==> src/rtl/spdif_cs_pkg.sv <==
`timescale 1ns/1ps
package spdif_cs_pkg;

  // Flag vector, LSB first: fs_44k, fs_48k, locked, pre_emph, non_pcm
  typedef struct packed {
    logic non_pcm;
    logic pre_emph;
    logic locked;
    logic fs_48k;
    logic fs_44k;
  } cs_flags_t;

  localparam int unsigned FLAG_W  = 5;
  // Retained channel-status positions:
  // field 0 = bit 1, fields 1..3 = bits 3..5, fields 4..7 = bits 24..27
  localparam int unsigned FIELD_W = 8;

  localparam logic [2:0] EMPH_CODE = 3'b001;   // {b5,b4,b3}
  localparam logic [3:0] RATE_44K  = 4'b0000;  // {b27,b26,b25,b24}
  localparam logic [3:0] RATE_48K  = 4'b0010;

  function automatic int unsigned cs_field_pos(input int unsigned k);
    if (k == 0)      return 1;
    else if (k < 4)  return k + 2;
    else             return k + 20;
  endfunction

endpackage

==> src/rtl/cs_frame_tracker.sv <==
`timescale 1ns/1ps
module cs_frame_tracker #(
  parameter int unsigned FRAMES = 192,
  parameter int unsigned IDX_W  = $clog2(FRAMES)
) (
  input  logic             clk,
  input  logic             rst_n,
  input  logic             sf_valid,
  input  logic             sf_left,
  input  logic             blk_start,
  input  logic             lock,
  output logic             bit_we,
  output logic [IDX_W-1:0] bit_pos,
  output logic             blk_done
);

  localparam logic [IDX_W-1:0] LAST = IDX_W'(FRAMES - 1);
  localparam logic [IDX_W-1:0] ONE  = IDX_W'(1);

  logic             aligned_q;
  logic [IDX_W-1:0] next_q;
  logic             accept;

  assign accept   = sf_valid & sf_left & lock;
  assign bit_we   = accept & (blk_start | aligned_q);
  assign bit_pos  = blk_start ? '0 : next_q;
  assign blk_done = accept & ~blk_start & aligned_q & (next_q == LAST);

  always_ff @(posedge clk) begin
    if (!rst_n) begin
      aligned_q <= 1'b0;
      next_q    <= '0;
    end else if (!lock) begin
      aligned_q <= 1'b0;
      next_q    <= '0;
    end else if (accept) begin
      if (blk_start) begin
        aligned_q <= 1'b1;
        next_q    <= ONE;
      end else if (aligned_q) begin
        if (next_q == LAST) begin
          aligned_q <= 1'b0;
          next_q    <= '0;
        end else begin
          next_q <= next_q + ONE;
        end
      end
    end
  end

  // a block marker restarts the count at position 1
  a_r3_start_realigns: assert property (@(posedge clk) disable iff (!rst_n)
    (accept && blk_start) |=> (aligned_q && next_q == ONE));

  // frame position never passes the block length
  a_r3_pos_in_range: assert property (@(posedge clk) disable iff (!rst_n)
    next_q <= LAST);

  // after a completed block the tracker waits for a marker
  a_r4_done_drops_align: assert property (@(posedge clk) disable iff (!rst_n)
    blk_done |=> !aligned_q);

endmodule

==> src/rtl/cs_field_store.sv <==
`timescale 1ns/1ps
module cs_field_store
  import spdif_cs_pkg::*;
#(
  parameter int unsigned IDX_W = 8
) (
  input  logic               clk,
  input  logic               rst_n,
  input  logic               bit_we,
  input  logic [IDX_W-1:0]   bit_pos,
  input  logic               cs_bit,
  output logic [FIELD_W-1:0] fields_q
);

  for (genvar g = 0; g < FIELD_W; g++) begin : g_field
    localparam logic [IDX_W-1:0] POS = IDX_W'(cs_field_pos(g));
    always_ff @(posedge clk) begin
      if (!rst_n)
        fields_q[g] <= 1'b0;
      else if (bit_we && bit_pos == POS)
        fields_q[g] <= cs_bit;
    end
  end

endmodule

==> src/rtl/cs_flag_decode.sv <==
`timescale 1ns/1ps
module cs_flag_decode
  import spdif_cs_pkg::*;
(
  input  logic               clk,
  input  logic               rst_n,
  input  logic               lock,
  input  logic               blk_done,
  input  logic [FIELD_W-1:0] fields,
  output cs_flags_t          flags_q
);

  cs_flags_t dec;

  always_comb begin
    dec          = '0;
    dec.non_pcm  = fields[0];
    dec.pre_emph = (fields[3:1] == EMPH_CODE);
    dec.fs_44k   = (fields[7:4] == RATE_44K);
    dec.fs_48k   = (fields[7:4] == RATE_48K);
    dec.locked   = 1'b1;
  end

  always_ff @(posedge clk) begin
    if (!rst_n || !lock)
      flags_q <= '0;
    else if (blk_done)
      flags_q <= dec;
  end

  // loss of lock clears every flag
  a_r9_clear_on_unlock: assert property (@(posedge clk) disable iff (!rst_n)
    !lock |=> (flags_q == '0));

  // flags hold between completed blocks
  a_r10_hold_between_blocks: assert property (@(posedge clk) disable iff (!rst_n)
    (lock && !blk_done) |=> $stable(flags_q));

  // lock flag only rises after a completed block
  a_r9_lock_after_block: assert property (@(posedge clk) disable iff (!rst_n)
    $rose(flags_q.locked) |-> $past(blk_done));

endmodule

==> src/rtl/spdif_cs_flags.sv <==
`timescale 1ns/1ps
module spdif_cs_flags
  import spdif_cs_pkg::*;
#(
  parameter int unsigned FRAMES   = 192,
  parameter int unsigned STATUS_W = 8
) (
  input  logic                clk,
  input  logic                rst_n,
  input  logic                sf_valid,
  input  logic                sf_left,
  input  logic                blk_start,
  input  logic                cs_bit,
  input  logic                lock,
  output logic                flag_fs_44k,
  output logic                flag_fs_48k,
  output logic                flag_lock,
  output logic                flag_pre_emph,
  output logic                flag_non_pcm,
  output logic [STATUS_W-1:0] status_word
);

  localparam int unsigned IDX_W = $clog2(FRAMES);

  logic               bit_we;
  logic [IDX_W-1:0]   bit_pos;
  logic               blk_done;
  logic [FIELD_W-1:0] fields;
  cs_flags_t          flags;

  cs_frame_tracker #(.FRAMES(FRAMES), .IDX_W(IDX_W)) u_tracker (
    .clk       (clk),
    .rst_n     (rst_n),
    .sf_valid  (sf_valid),
    .sf_left   (sf_left),
    .blk_start (blk_start),
    .lock      (lock),
    .bit_we    (bit_we),
    .bit_pos   (bit_pos),
    .blk_done  (blk_done)
  );

  cs_field_store #(.IDX_W(IDX_W)) u_store (
    .clk      (clk),
    .rst_n    (rst_n),
    .bit_we   (bit_we),
    .bit_pos  (bit_pos),
    .cs_bit   (cs_bit),
    .fields_q (fields)
  );

  cs_flag_decode u_decode (
    .clk      (clk),
    .rst_n    (rst_n),
    .lock     (lock),
    .blk_done (blk_done),
    .fields   (fields),
    .flags_q  (flags)
  );

  assign flag_fs_44k   = flags.fs_44k;
  assign flag_fs_48k   = flags.fs_48k;
  assign flag_lock     = flags.locked;
  assign flag_pre_emph = flags.pre_emph;
  assign flag_non_pcm  = flags.non_pcm;

  if (STATUS_W > FLAG_W) begin : g_pad
    assign status_word = {{(STATUS_W - FLAG_W){1'b0}}, flags};
  end else begin : g_exact
    assign status_word = flags;
  end

endmodule

==> config.mk <==
export PLATFORM = sky130hd
export DESIGN_NAME = spdif_cs_flags
export DESIGN_NICKNAME = d
export VERILOG_FILES = /design/src/rtl/spdif_cs_pkg.sv /design/src/rtl/cs_frame_tracker.sv /design/src/rtl/cs_field_store.sv /design/src/rtl/cs_flag_decode.sv /design/src/rtl/spdif_cs_flags.sv
export SDC_FILE = /design/constraint.sdc
export NUM_CORES = 1
export LEC_CHECK = 0
export ABC_CLOCK_PERIOD_IN_PS = 4200
export BUFFER_PORTS_ARGS = -buffer_cell sky130_fd_sc_hd__buf_2
export CELL_PAD_IN_SITES_DETAIL_PLACEMENT = 1
export CELL_PAD_IN_SITES_GLOBAL_PLACEMENT = 1
export CORE_MARGIN = 2
export CORE_UTILIZATION = 40
export CTS_CLUSTER_DIAMETER = 30
export DETAILED_ROUTE_END_ITERATION = 12
export PLACE_DENSITY = 0.75
export REMOVE_ABC_BUFFERS = 1
export SETUP_SLACK_MARGIN = 0.05
export SLEW_MARGIN = 20
export SYNTH_ARGS = -nofsm -noshare
export SYNTH_HDL_FRONTEND = slang
export SYNTH_SLANG_ARGS = --single-unit
==> constraint.sdc <==
create_clock -name clk -period 4.2 [get_ports clk]
set_clock_uncertainty 0.2 [all_clocks]
set_input_delay 1.05 -clock clk [delete_from_list [all_inputs] [get_ports clk]]
set_output_delay 1.05 -clock clk [all_outputs]
set_load 0.05 [all_outputs]
==> flow_summary.ini <==
[floorplanning]
coreArea_um2 = 3030
die_area_um2 = 3610
rows = 20
die_w_um = 60.1
start_util_pct = 41.6
die_h_um = 60.1
num_io_pins = 20

[logic_synthesis]
synth_edf_count = 0
synth_flop_cell = dfxtp_1
yosysSeqAreaShare_pct = 35.0
yosysTopAreaCellShare_pct = 35.0
synth-async-reset-ratio_pct = 0
syn_inst = 144
synth_area_leader_cell = dfxtp_1
yosysWarnings = 0
ys_ff_latch = 22
synth_cell_types = 43
synth_area_leaders = dfxtp_1 (35%), mux2i_1 (7.2%), buf_4 (5.4%), nand2_1 (4.8%), nor2_1 (4.5%)
synth_area_um2 = 1260
avgSynthCellArea_um2 = 8.74

[timing]
fin_setup_tns_ns = 0
final.period_utilization_pct = 56.5
setup_viol = 0
rsz0062_at_grt = no
fmax_ghz = 0.422
tightest_slew_ns = 0.509
period_minus_slack_ns = 2.37
slew-limit-headroom_pct = 65.7
hold_viol = 0
finalMaxSlewViolations = 0

[worst_setup_path]
startpoint_type = input pin
path_max_fanout = 11
crit_required_ns = 4.24
worstSetupPathType = in2reg
cp-end-kind = register
cp.arrival_ns = 2.41
ff2ff_setup_slack_ns = 1.90

[route]
ant_nets = 0
viasPerCell = 5.49
drc = 0
totalWireLength_mm = 2.99
firstDrtPassIters = 4
wl_per_cell_um = 15.4
num_vias = 1066
dr.first_iter.drc_count = 21

[power_and_ir_drop]
ir_drop_mv = 0.140
leakagePower_nw = 0.479
power_density_nw_per_um2 = 297

[hold_path]
hp-class = reg2reg

[placed_design]
portBuffers = 16
place_congestion = 0.816
dp_hpwl_mm = 2.23
post-place-cells = 190

[cts]
htree_levels = 1
cts_tree = done
root_buffer = clkbuf_4
clk_pin_slew_ns = 0.13
cts-hold-fix-buffers = 0
post-cts-setup-buffers = 0
cts_buffer_depth = 2
clock_sinks = 22
cts_inserted_buffers = 3
clk_latency_ns = 0.30
cts_resized = 0

[run]
maxCapViolCount = 0

[finish]
nNetsFinal = 159
final_layout_size_suffix_gt1_share_pct = 19.3
stdcell_count = 194
num_antenna_cells = 0
syn2layout_area_growth_pct = 5.37

[outcome]
status = finished, final reports clean

[global_route]
grt_util_all_layers_pct = 18.2
grt_pass1_vias = 1053
overflow = 0
antenna_found_initial = 0
grt_max_degree = 15
grt_pass1_wl_mm = 4.92
==> metrics by stage <==
stage          cell area (um^2)  setup slack, ns  total power [mW]  hold WS, ns  utilization, %
6_report                   1330             1.83             0.394        0.272            43.8
5_1_grt                    1330             1.74             0.410        0.304            43.8
4_1_cts                    1330             1.85             0.401        0.276            43.8
3_5_place_dp               1270             1.52             0.236        0.258            42.1
3_3_place_gp               1270             1.56             0.235        0.248            42.1
2_1_floorplan              1140             1.76             0.227        0.235               -
==> synth_stat cells (2+ instances only) <==
master,n
a22oi_1,2
nand3_1,5
nor4_1,2
a31oi_1,2
nor4_4,2
nand4_1,4
a21oi_1,6
buf_6,4
nor4b_2,2
o21ai_0,6
nand2_1,16
nor3_1,8
buf_4,9
and3_1,2
nor2_1,15
mux2i_1,9
o21a_1,2
clkbuf_1,2
dfxtp_1,22
==> registers in the layout, summed over array words and instances (netlist names) <==
register,count
u_decode.flags_q,5
u_store.fields_q,8
u_tracker.aligned_q,1
u_tracker.next_q,8
==> cell usage in the layout (no fill, tap or decap), types with 2 or more instances in the layout <==
cell and n:
nand2_1 16, o21a_1 2, nor2_1 15, nor3_1 8, clkbuf_4 3, nor4_1 2
and3_1 2, nand3_1 5, dfxtp_1 22, nor4b_2 2, nand4_1 4, buf_2 16
o21ai_0 6, a22oi_1 2, mux2i_1 9, nor4_4 2, a31oi_1 2, a21oi_1 6
conb_1 3
==> area by class of cell <==
class	count	area, um^2
clock inverter	1	30.0
multi-input combinational	107	694
inverter	1	3.75
clock buffer	3	22.5
fill	373	1700
timing repair buffer	16	80.1
tap	44	55.1
sequential	22	440
==> cells by family (layout without fill, tap and decap cells) <==
family / Yosys count / after routing / share of synthesized area (%)
buf+inv: 17 / 21 / 10.4
compound gates: 24 / 24 / 12.1
fa+ha+maj: 1 / 1 / 0.994
simple gates: 70 / 70 / 34.0
mux: 9 / 9 / 7.16
flops: 22 / 22 / 35.0
other cells: 1 / 3 / 0.298
==> worst max-delay path, cell delays in order <==
cell     delay, ns
buf_2         0.10
nand3_2       0.24
or2_1         0.37
or4b_1        0.52
a21oi_1       0.13
==> path summary, 6_finish.rpt <==
kind                                                        from                          endpoint  cells past startpoint
worst max-delay path                                        lock  u_tracker.next_q[6]$_SDFFE_PN0P_                      5
worst min-delay path            u_store.fields_q[2]$_SDFFE_PN0P_  u_store.fields_q[2]$_SDFFE_PN0P_                      2
worst max register to register  u_tracker.next_q[0]$_SDFFE_PN0P_  u_decode.flags_q[4]$_SDFFE_PN0P_                      5
worst min register to register  u_store.fields_q[2]$_SDFFE_PN0P_  u_store.fields_q[2]$_SDFFE_PN0P_                      2
==> where the power goes <==
group / internal, mW / total [mW] / switching, mW
Combinational: 0.00448 / 0.0215 / 0.0170
Clock: 0.0964 / 0.163 / 0.0663
Sequential: 0.209 / 0.210 / 0.000714
==> per-layer routing <==
layer	track usage (%)	vias up	share of wire (%)
met5	0	-	0
li1	-	524	-
met1	22.3	527	45
met4	6.67	0	1.3
met3	1.95	4	1.6
met2	32.5	11	52
(Power assumes the default switching activity.)
